**src/rtl/scp_pkg.sv**
```systemverilog
package scp_pkg;
  // Status byte bit positions (software decodes these)
  localparam int unsigned ST_GATE = 0;
  localparam int unsigned ST_DATA = 1;
  localparam int unsigned ST_RFSH = 4;
  localparam int unsigned ST_OUT2 = 5;

  // Clocks per refresh level change, rounded to nearest, halves up
  function automatic int unsigned refresh_clocks(input int unsigned interval_ps,
                                                 input int unsigned clk_ps);
    return (interval_ps + clk_ps / 2) / clk_ps;
  endfunction

  // Assemble the status byte; unimplemented positions stay zero
  function automatic logic [7:0] pack_status(input logic gate, input logic data,
                                             input logic rfsh, input logic out2);
    logic [7:0] s;
    s = 8'h00;
    s[ST_GATE] = gate;
    s[ST_DATA] = data;
    s[ST_RFSH] = rfsh;
    s[ST_OUT2] = out2;
    return s;
  endfunction
endpackage

```
**src/rtl/scp_refresh_gen.sv**
```systemverilog
module scp_refresh_gen #(
  parameter int unsigned PERIOD_CLKS = 1509
) (
  input  logic clk,
  input  logic rst_n,
  output logic rfsh_o,
  output logic wrap_o
);
  localparam int unsigned CW = (PERIOD_CLKS > 1) ? $clog2(PERIOD_CLKS) : 1;
  localparam logic [CW-1:0] LAST = CW'(PERIOD_CLKS - 1);

  logic [CW-1:0] cnt_q;
  logic          rfsh_q;
  logic          wrap_tick;

  assign wrap_tick = (cnt_q == LAST);

  always_ff @(posedge clk or negedge rst_n) begin
    if (!rst_n) begin
      cnt_q  <= '0;
      rfsh_q <= 1'b0;
    end else if (wrap_tick) begin
      cnt_q  <= '0;
      rfsh_q <= ~rfsh_q;
    end else begin
      cnt_q  <= cnt_q + 1'b1;
    end
  end

  assign rfsh_o = rfsh_q;
  assign wrap_o = wrap_tick;

  // the refresh level changes only right after a wrap cycle
  a_r6_flip_on_wrap: assert property (@(posedge clk) disable iff (!rst_n)
    !$stable(rfsh_q) |-> $past(wrap_tick));

  // the interval counter never passes its last value
  a_r6_count_bound: assert property (@(posedge clk) disable iff (!rst_n)
    cnt_q <= LAST);
endmodule

```
**src/rtl/scp_ctrl_reg.sv**
```systemverilog
module scp_ctrl_reg (
  input  logic clk,
  input  logic rst_n,
  input  logic wr_en_i,
  input  logic gate_d_i,
  input  logic data_d_i,
  output logic gate_o,
  output logic data_o
);
  logic gate_q;
  logic data_q;

  always_ff @(posedge clk or negedge rst_n) begin
    if (!rst_n) begin
      gate_q <= 1'b0;
      data_q <= 1'b0;
    end else if (wr_en_i) begin
      gate_q <= gate_d_i;
      data_q <= data_d_i;
    end
  end

  assign gate_o = gate_q;
  assign data_o = data_q;

  // the gate bit follows a write on the next cycle
  a_r2_gate_load: assert property (@(posedge clk) disable iff (!rst_n)
    wr_en_i |=> (gate_q == $past(gate_d_i)));

  // the speaker enable follows a write on the next cycle
  a_r3_data_load: assert property (@(posedge clk) disable iff (!rst_n)
    wr_en_i |=> (data_q == $past(data_d_i)));

  // without a write both bits hold
  a_r4_hold: assert property (@(posedge clk) disable iff (!rst_n)
    !wr_en_i |=> ($stable(gate_q) && $stable(data_q)));
endmodule

```
**src/rtl/sysctl_port.sv**
```systemverilog
module sysctl_port #(
  parameter int unsigned REFRESH_PS    = 15085000,
  parameter int unsigned CLK_PERIOD_PS = 10000
) (
  input  logic       clk,
  input  logic       rst_n,
  input  logic       wr_en_i,
  input  logic [7:0] wr_data_i,
  input  logic       ch2_out_i,
  output logic       ch2_gate_o,
  output logic       spk_out_o,
  output logic [7:0] status_o
);
  import scp_pkg::*;

  localparam int unsigned PERIOD_CLKS = refresh_clocks(REFRESH_PS, CLK_PERIOD_PS);

  logic gate_bit;
  logic data_bit;
  logic rfsh_bit;
  logic rfsh_wrap;
  logic unused_wr_hi;

  assign unused_wr_hi = ^wr_data_i[7:2];

  scp_ctrl_reg u_ctrl (
    .clk      (clk),
    .rst_n    (rst_n),
    .wr_en_i  (wr_en_i),
    .gate_d_i (wr_data_i[ST_GATE]),
    .data_d_i (wr_data_i[ST_DATA]),
    .gate_o   (gate_bit),
    .data_o   (data_bit)
  );

  scp_refresh_gen #(.PERIOD_CLKS(PERIOD_CLKS)) u_rfsh (
    .clk    (clk),
    .rst_n  (rst_n),
    .rfsh_o (rfsh_bit),
    .wrap_o (rfsh_wrap)
  );

  assign ch2_gate_o = gate_bit;
  assign spk_out_o  = ch2_out_i & data_bit;
  assign status_o   = pack_status(gate_bit, data_bit, rfsh_bit, ch2_out_i);

  // speaker drive is never high without enable and timer output
  a_r9_spk_qualified: assert property (@(posedge clk) disable iff (!rst_n)
    spk_out_o |-> (status_o[ST_DATA] && ch2_out_i));

  // the refresh bit leaves reset at zero and only moves after a wrap
  a_r1_rfsh_from_reset: assert property (@(posedge clk) disable iff (!rst_n)
    $rose(status_o[ST_RFSH]) |-> $past(rfsh_wrap));
endmodule

```
**config.mk**
```make
export PLATFORM = sky130hd
export DESIGN_NAME = sysctl_port
export DESIGN_NICKNAME = d
export VERILOG_FILES = /design/src/rtl/scp_pkg.sv /design/src/rtl/scp_refresh_gen.sv /design/src/rtl/scp_ctrl_reg.sv /design/src/rtl/sysctl_port.sv
export SDC_FILE = /design/constraint.sdc
export NUM_CORES = 1
export LEC_CHECK = 0
export BUFFER_PORTS_ARGS = -buffer_cell sky130_fd_sc_hd__buf_2
export CAP_MARGIN = 20
export CORE_MARGIN = 2
export CORE_UTILIZATION = 44
export CTS_CLUSTER_DIAMETER = 30
export DETAILED_ROUTE_END_ITERATION = 7
export PLACE_DENSITY = 0.72
export RECOVER_POWER = 50
export SYNTH_ARGS = -nofsm -noshare
export SYNTH_HDL_FRONTEND = slang
export SYNTH_SLANG_ARGS = --single-unit
```
**constraint.sdc**
```tcl
create_clock -name clk -period 1.52 [get_ports clk]
set_clock_uncertainty 0.1 [all_clocks]
set_input_delay 0.152 -clock clk [delete_from_list [all_inputs] [get_ports clk]]
set_output_delay 0.152 -clock clk [all_outputs]
set_load 0.05 [all_outputs]
```
==> results_dict.tcl, run 1 <==
set metrics [dict create \
    antenna_found_initial 0 \
    critical_path_class "reg -> reg" \
    post-synth-top-count-cell "dfrtp_1" \
    async_flop_share 1.00 \
    cellPowerDensity_mw_per_mm2 766 \
    synthSimpleGateAreaFrac 0.227 \
    port_buffers 11 \
    crit_fanout 4 \
    leakagePower_nw 0.434 \
    slowest_stage "dfrtp_1" \
    worst_slew_pin_slew_ns 0.732 \
    ant_nets 0 \
    reg2reg_to "u_rfsh.cnt_q[7]" \
    core_region_area_mm2 0.00154 \
    die_w_um 45.1 \
    r2r-start "u_rfsh.cnt_q[3]" \
    setup_viol 0 \
    n_fill_cell 144 \
    dieArea_mm2 0.00204 \
    area_growth_pct 18.8 \
    numCtsBuffers 3 \
    post-dp-hpwl_um 886 \
    synth.distinct_cells 24 \
    synth-adder-area-share 0.0336 \
    synth_area_um2 744 \
    avgRoutedWirePerCell_um 12.5 \
    grt_use_total 0.152 \
    intPower_w 0.000490 \
    synth.top_cell.area_share 0.471 \
    rr_worst_depth 4 \
    min_period_ns 1.46 \
    cp-endpoint "u_rfsh.cnt_q[7]" \
    diodes 0 \
    dp_cells 97 \
    grt_first_pass_wirelength_um 2060 \
    start_util 0.483 \
    p_seq_frac 0.562 \
    hold_class "in -> reg" \
    ys_seq_area_frac 0.471 \
    cts.sinks 14 \
    synth-compound-area-share 0.0454 \
    cts_root_buf "clkbuf_4" \
    place_congestion 0.772 \
    crit_start "u_rfsh.cnt_q[3]" \
    grt_start_max_net_pins 15 \
    ys_ff_latch 14 \
    grt_pass1_vias 490 \
    layout.cells.non_filler 105 \
    ios 22 \
    critical_path.cell_chain "and3_4, nand4_1, or3b_1, nand3_1" \
    reg2reg_slack_ns 0.06 \
    cap_violations 0 \
    first_pass_iters 4 \
    synthCells 71 \
    path_clk_slew_ns 0.07 \
    hold_viol 0 \
    cts.htree.levels 1 \
    crit_arrival_ns 1.58 \
    slew_viol_final 0 \
    final_nets 105 \
    synth-xor-area-share 0.0824 \
    cts_tree "done" \
    period_share 0.962 \
    yosysWarningCount 0 \
    synthTopCellsByArea "dfrtp_1 (47%), buf_4 (9.1%), xor2_1 (4.7%)" \
    drive_above_1_share 0.303 \
    combinationalPowerShare 0.145 \
    syn_avg_cell_area_um2 10.5 \
    synth_edf_count 0 \
    endpoint_kind "register" \
    netSwitchingFraction 0.277 \
    power_switching_w 0.000188 \
    outcome "finished, final reports clean" \
    timing.fmax_mhz 684 \
    rows 14 \
    tns_ns 0 \
    synth.largest_area_cell "dfrtp_1" \
    cp.required_ns 1.64 \
    synth_common_cells "dfrtp_1 (14), buf_4 (9), nor2_1 (7)" \
    p_clk_frac 0.293 \
    start_kind "register" \
    worst_skew_pair.late_latency_ns 0.27 \
    ir_drop_uv 567 \
    clock_path_buffers 2 \
    post_drt_via_cell_ratio 5.08 \
    critPathMaxStageDelay_ns 0.43 \
    vias 533 \
    drt-total-wl_um 1310 \
    synth_top_family_by_area "simple AND/OR/NAND/NOR gates" \
    synthFlopType "dfrtp_1" \
    drt_iter0_drc 8 \
    muxShareOfSynthArea 0.0303 \
    grt.overflow.total 0 \
    route.detailed.drc 0 \
    max-slew-margin-rel 0.512 \
    die_h_um 45.1 \
]
==> cell families (layout without fill, tap and decap cells) <==
group / count (synthesis) / after routing
AND/OR/NAND/NOR: 29 / 29
flip-flops: 14 / 14
buffers and inverters: 12 / 27
XOR/XNOR: 7 / 7
AO/OA/AOI/OAI: 4 / 4
adder cells (fa/ha/maj): 2 / 2
multiplexers: 2 / 2
other: 1 / 4
==> worst max-delay path, delay by kind of cell (launching register included) <==
| kind | cells | cell delay (ns) |
|---|---|---|
| and+or+nand+nor | 4 | 0.87 |
| DFF | 1 | 0.43 |
==> worst min-delay path by stage <==
| stage | slack (ns) | cells past startpoint | from | end |
|---|---|---|---|---|
| after floorplan | -0.24 | 0 | rst_n | u_ctrl.data_o |
| after global placement | -0.04 | 1 | rst_n | u_rfsh.cnt_q[3] |
| after detailed placement | -0.04 | 1 | rst_n | u_rfsh.cnt_q[0] |
| after CTS | 0.001 | 2 | wr_data_i[0] | u_ctrl.gate_o |
| after global routing | 0.003 | 2 | wr_data_i[0] | u_ctrl.gate_o |
| final | 0.005 | 2 | wr_data_i[0] | u_ctrl.gate_o |
==> per-stage QoR <==
step / util / hold WS [ns] / worst slack [ns] / power, W / instance area, µm²
6_report: 0.574 / 0.00473 / 0.0581 / 0.000677 / 885
5_1_grt: 0.574 / 0.00283 / -0.00362 / 0.000713 / 885
4_1_cts: 0.547 / 0.00126 / 0.0316 / 0.000687 / 843
3_5_place_dp: 0.519 / -0.0434 / 0.00746 / 0.000484 / 801
3_3_place_gp: 0.519 / -0.0428 / 0.0618 / 0.000483 / 801
2_1_floorplan: - / -0.244 / 0.0809 / 0.000476 / 756
==> layer usage <==
metal	wire length (µm)	GRT usage
met5	0	0
met4	23	0.0882
met3	67	0.0720
met2	653	0.229
met1	569	0.177
==> power groups by stage <==
stage	Sequential, W	Clock, W	Combinational (W)
global placement	0.000388	0	0.0000951
global route	0.000382	0.000227	0.000103
finish	0.000380	0.000199	0.0000983
detailed placement	0.000388	0	0.0000958
CTS	0.000380	0.000207	0.0000996
floorplan	0.000398	0	0.0000786
==> cells in the final DEF, fill, tap and decap left out <==
| cell type | n |
|---|---|
| o22ai_1 | 1 |
| and3_4 | 1 |
| o311ai_1 | 1 |
| buf_4 | 7 |
| dfrtp_1 | 14 |
| dlygate4sd3_1 | 2 |
| nand3_1 | 5 |
| nand2_1 | 3 |
| clkbuf_1 | 2 |
| nor2b_1 | 1 |
| xnor2_1 | 3 |
| nor3b_2 | 1 |
| nand3_2 | 1 |
| nor3_4 | 1 |
| conb_1 | 4 |
| inv_1 | 3 |
| xor2_1 | 4 |
| or3b_1 | 1 |
| mux2_2 | 2 |
| nor3b_1 | 1 |
| and3_1 | 2 |
| buf_2 | 9 |
| ha_1 | 2 |
| nor2_1 | 7 |
| and2_1 | 1 |
| o311ai_2 | 1 |
| buf_6 | 1 |
| nand2b_1 | 2 |
| nand4_1 | 2 |
| clkbuf_4 | 3 |
| a221o_1 | 1 |
==> sequential cells by signal, summed over array words and instances, names as in the netlist <==
signal and count:
u_ctrl.data_o 1, u_ctrl.gate_o 1, u_rfsh.cnt_q 11, u_rfsh.rfsh_o 1
==> area by class of cell <==
cell class              instances  area, µm²  area share
flip-flops and latches         14        350       0.396
multi-input cells              48        344       0.389
repair buffers                 21        136       0.154
clock buffers                   3       22.5      0.0255
well taps                      16       20.0      0.0226
inverters                       3       11.3      0.0127
==> repair_timing <==
action | CTS | global route
cloned | 0 | 0
pin swaps | 0 | 5
hold endpoints to repair | 15 | 0
setup buffers | 0 | 3
gates resized for setup | 1 | 4
endpoints found under the setup margin | 1 | 9
hold buffers | 2 | 0
No activity file was read; power rests on OpenSTA's default activity.
==> run 2: changes to the inputs <==
--- a/config.mk
+++ b/config.mk
@@ -12,5 +12,5 @@
 export CTS_CLUSTER_DIAMETER = 30
 export DETAILED_ROUTE_END_ITERATION = 7
-export PLACE_DENSITY = 0.72
+export PLACE_DENSITY_LB_ADDON = 0.12
 export RECOVER_POWER = 50
 export SYNTH_ARGS = -nofsm -noshare
==> constraint.sdc (replaced) <==
create_clock -name clk -period 1.52 [get_ports clk]
set_clock_uncertainty 0.1 [all_clocks]
set_input_delay 0.076 -clock clk [delete_from_list [all_inputs] [get_ports clk]]
set_output_delay 0.076 -clock clk [all_outputs]
set_load 0.05 [all_outputs]
==> run 2 against run 1 <==
- via count did not move
- final cell count grew 1.9%
- highest routed layer unchanged
- critical path type is now in -> reg
- non-clock buffer count rose by 2
- largest cell class unchanged
==> results_dict.tcl, run 2 (synthesis gave the netlist of run 1 again) <==
set metrics [dict create \
    crit_fanout 1 \
    post-dp-hpwl_um 833 \
    critPathMaxStageDelay_ns 0.55 \
    worst-path-buf-inv 3 \
    slew_viol_final 0 \
    dpl_cell_area_um2 808 \
    die_w_um 45.1 \
    drt-total-wl_um 1190 \
    worst_slew_pin_slew_ns 0.740 \
    avgRoutedWirePerCell_um 11.1 \
    worst_skew_pair.late_latency_ns 0.27 \
    antenna_found_initial 0 \
    critical_path.cell_chain "dlygate4sd3_1, buf_2, mux2_2, dlygate4sd3_1" \
    min_period_ns 1.47 \
    ir_drop_uv 558 \
    cts_root_buf "clkbuf_4" \
    start_kind "input port" \
    grt_pass1_vias 521 \
    cts.htree.levels 1 \
    rows 14 \
    cellPowerDensity_mw_per_mm2 777 \
    outcome "finished, final reports clean" \
    final_nets 107 \
    numCtsBuffers 3 \
    drt_iter0_drc 5 \
    n_fill_cell 145 \
    dp_cells 98 \
    largest_reg_flops 11 \
    drive_above_1_share 0.264 \
    fin_hold_ws_ns 0.271 \
    endpoint_kind "register" \
    cts_tree "done" \
    cap_violations 0 \
    dieArea_mm2 0.00204 \
    grt_first_pass_wirelength_um 1990 \
    slowest_stage "dlygate4sd3_1" \
    grt_setup_unrepaired "yes" \
    route.detailed.drc 0 \
    ios 22 \
    layout.cells.non_filler 107 \
    hold_viol 0 \
    area_growth_pct 19.7 \
    grt_use_total 0.143 \
    path_clk_slew_ns 0.08 \
    first_pass_iters 4 \
    cts.sinks 14 \
    hold_class "in -> async" \
    fin_ws_ns 0.0545 \
    max-slew-margin-rel 0.507 \
    core_region_area_mm2 0.00154 \
    layout_commonest_cell "dfrtp_1" \
    port_buffers 11 \
    critical_path_class "in -> reg" \
    multi_input_area_um2 333 \
    start_util 0.483 \
    register_area_um2 350 \
    vias 533 \
    tns_ns 0 \
    crit_arrival_ns 1.53 \
    critPathMostFrequentCell "dlygate4sd3_1" \
    grt_start_max_net_pins 15 \
    setup_viol 0 \
    design_area_um2 891 \
    crit_family "buffers and inverters" \
    post_drt_via_cell_ratio 4.98 \
    final_cell_mix "dfrtp_1 (14), buf_2 (8), nor2_1 (7), buf_4 (7)" \
    largest-register "u_rfsh.cnt_q" \
    timing.fmax_mhz 682 \
    period_share 0.964 \
    place_congestion 0.816 \
    diodes 0 \
    cp.required_ns 1.58 \
    preCtsSetupSlack_ns 0.0682 \
    clock_path_buffers 2 \
    leakagePower_nw 0.440 \
    die_h_um 45.1 \
    ant_nets 0 \
    grt.overflow.total 0 \
]
run 2: cell types whose count changed in the layout (fill, tap and decap cells not counted), sizes merged:
cell | before | now
buf | 17 | 15
clkbuf | 5 | 6
dlygate4sd3 | 2 | 5
run 2: timing repair:
item                       4_1_cts  5_1_grt
hold endpoints to repair        16        0
hold buffers                     5        0
gates resized for setup          0        3
setup endpoints to repair        0        8
buffers inserted                 0        1
run 2: worst paths after layout:
check | cells after the start | to | startpoint | slack, ns
setup / recovery | 4 | u_ctrl.data_o | wr_data_i[1] | 0.05
hold / removal | 2 | u_rfsh.cnt_q[6] | rst_n | 0.27
setup reg to reg | 5 | u_rfsh.rfsh_o | u_rfsh.cnt_q[4] | 0.07
hold reg to reg | 1 | u_rfsh.rfsh_o | u_rfsh.rfsh_o | 0.36
max in group asynchronous | 2 | u_rfsh.cnt_q[5] | rst_n | 0.59
min in group clk | 1 | u_rfsh.rfsh_o | u_rfsh.rfsh_o | 0.36
run 2: final cells by class:
class	count	area share
flip-flops and latches	14	0.393
well taps	16	0.0225
multi-input cells	48	0.374
inverters	3	0.0126
repair buffers	23	0.173
clock buffers	3	0.0253
run 2: stage by stage:
step / total power [W] / util
floorplan: 0.000476 / -
global placement: 0.000483 / 0.524
detailed placement: 0.000484 / 0.524
CTS: 0.000700 / 0.571
global route: 0.000721 / 0.578
finish: 0.000692 / 0.578
run 2: power breakdown:
| part | internal [W] | switching (W) | total (W) |
|---|---|---|---|
| combinational | 0.0000279 | 0.0000792 | 0.000107 |
| clock | 0.0000918 | 0.000113 | 0.000205 |
| sequential | 0.000377 | 0.00000304 | 0.000380 |
run 2: metal layers:
metal	GRT usage	vias up	wire, µm
li1	-	272	-
met1	0.148	244	562
met2	0.246	15	549
met3	0.0280	2	64
met4	0.118	0	15
met5	0	-	0
==> run 3: changes to the inputs <==
- ABC_AREA: unset -> 1
- CORE_UTILIZATION: 44 -> 47
- clock period: 1.52 -> 1.9 ns (I/O delays scaled with it)
==> run 3 against run 2 <==
- sequential share of layout area decreased by 1.4 points
- routed wire length increased by 11%
- combinational power decreased by 20%
- area after synthesis increased by 9.6%
- largest cell class is now multi-input combinational cells
- largest power group unchanged
==> results_dict.tcl, run 3 <==
set metrics [dict create \
    numCtsBuffers 3 \
    vias 612 \
    cts_tree "done" \
    combinationalPowerShare 0.141 \
    syn_avg_cell_area_um2 7.84 \
    start_kind "input port" \
    post_drt_via_cell_ratio 4.50 \
    drt-total-wl_um 1330 \
    yosysWarningCount 0 \
    final_cell_mix "nand2_1 (29), inv_1 (16), dfrtp_1 (14)" \
    diodes 0 \
    synthTopCellsByArea "dfrtp_1 (43%), nand2_1 (13%), buf_4 (7.4%)" \
    slew_viol_final 0 \
    grt_start_max_net_pins 15 \
    antenna_found_initial 0 \
    netSwitchingFraction 0.271 \
    crit_arrival_ns 1.53 \
    max-slew-margin-rel 0.493 \
    place_congestion 0.751 \
    largest-register "u_rfsh.cnt_q" \
    ys_seq_area_frac 0.429 \
    power_switching_w 0.000164 \
    ant_nets 0 \
    tns_ns 0 \
    ir_drop_uv 356 \
    setup_viol 0 \
    period_share 0.775 \
    area_growth_pct 13.3 \
    synth_area_um2 816 \
    port_buffers 11 \
    route.detailed.drc 0 \
    synthFlopType "dfrtp_1" \
    worst_skew_pair.late_latency_ns 0.28 \
    drive_above_1_share 0.176 \
    synth.largest_area_cell "dfrtp_1" \
    outcome "finished, final reports clean" \
    cts_root_buf "clkbuf_4" \
    hold_viol 0 \
    p_seq_frac 0.505 \
    synth.top_cell.area_share 0.429 \
    intPower_w 0.000440 \
    ios 22 \
    die_h_um 45.7 \
    rows 15 \
    cap_violations 0 \
    timing.fmax_mhz 679 \
    ys_ff_latch 14 \
    cts.htree.levels 1 \
    cp.required_ns 1.96 \
    p_clk_frac 0.354 \
    crit_fanout 1 \
    post-synth-top-count-cell "nand2_1" \
    drt_iter0_drc 3 \
    die_w_um 45.7 \
    grt_setup_unrepaired "no" \
    synth.distinct_cells 18 \
    min_period_ns 1.47 \
    grt_first_pass_wirelength_um 2080 \
    path_clk_slew_ns 0.09 \
    avgRoutedWirePerCell_um 9.74 \
    leakagePower_nw 0.486 \
    post-dp-hpwl_um 989 \
    hold_class "in -> async" \
    cts_hold_buf 5 \
    grt.overflow.total 0 \
    grt_pass1_vias 475 \
    final_nets 134 \
    cts_resized 0 \
    core_region_area_mm2 0.00167 \
    fin_hold_ws_ns 0.294 \
    synthCells 104 \
    cts.sinks 14 \
    critical_path_class "in -> reg" \
    async_flop_share 1.00 \
    synth_edf_count 0 \
    cts_setup_buffers 0 \
    grt_use_total 0.147 \
    clock_path_buffers 2 \
    dieArea_mm2 0.00208 \
    first_pass_iters 4 \
    postLayoutCoreUtil 0.554 \
    largest_reg_flops 11 \
    endpoint_kind "register" \
    cellPowerDensity_mw_per_mm2 653 \
    layout_commonest_cell "nand2_1" \
    worst_slew_pin_slew_ns 0.761 \
    synth_common_cells "nand2_1 (29), inv_1 (16), dfrtp_1 (14)" \
    start_util 0.488 \
    total_power_w 0.000604 \
]
-- run 3: cell types whose count changed in the layout (fill, tap and decap cells not counted), moves of 3 or more --
cell,delta
inv_1,+13
nor2_2,+3
xor2_1,-3
nand2_1,+26
nor2_1,+5
xnor2_1,-3
buf_4,-7
-- run 3: cell families after synthesis --
kind of cell / synth area share
adder cells (fa/ha/maj): 0.0307
other: 0.00460
flip-flops: 0.429
AND/OR/NAND/NOR: 0.331
AO/OA/AOI/OAI: 0.0184
multiplexers: 0.0276
buffers and inverters: 0.147
XOR/XNOR: 0.0107
-- run 3: power by group through the flow --
stage	combinational [W]	sequential, W	clock [W]
final	0.0000853	0.000305	0.000214
after floorplan	0.0000629	0.000318	0
after global placement	0.0000768	0.000310	0
after global routing	0.0000918	0.000305	0.000243
after detailed placement	0.0000772	0.000311	0
after CTS	0.0000880	0.000305	0.000226
-- run 3: worst max-delay path, cell delays in order --
cell and delay (ns):
dlygate4sd3_1 0.53, buf_2 0.11, mux2_2 0.25, dlygate4sd3_1 0.55
-- run 3: layout make-up --
class	instances	area, µm²
Inverter	16	60.1
Timing Repair Buffer	16	100
Sequential cell	14	350
Tap cell	17	21.3
Multi-Input combinational cell	69	357
Fill cell	172	746
Clock buffer	4	36.3
-- run 3: through the flow --
| stage | area, µm² | worst slack, ns | instances |
|---|---|---|---|
| after floorplan | 827 | 0.659 | 107 |
| after global placement | 843 | 0.526 | 127 |
| after detailed placement | 843 | 0.494 | 127 |
| after CTS | 930 | 0.441 | 136 |
| after global routing | 925 | 0.401 | 136 |
| final | 925 | 0.428 | 136 |
-- run 3: metal layers --
metal,up-vias,wire length [µm],track usage
met5,-,0,0
met1,264,654,0.191
li1,335,-,-
met3,2,59,0.0357
met4,0,14,0.106
met2,11,597,0.211
-- run 3: worst paths after layout --
kind,start,to,slack (ns),depth (start not counted)
min in group clk,u_rfsh.rfsh_o,u_rfsh.rfsh_o,0.40,2
min reg2reg,u_rfsh.rfsh_o,u_rfsh.rfsh_o,0.40,2
min,rst_n,u_rfsh.cnt_q[8],0.29,2
max,wr_data_i[0],u_ctrl.gate_o,0.43,4
max in group asynchronous,rst_n,u_ctrl.gate_o,0.93,2
max reg2reg,u_ctrl.gate_o,u_ctrl.gate_o,0.49,2
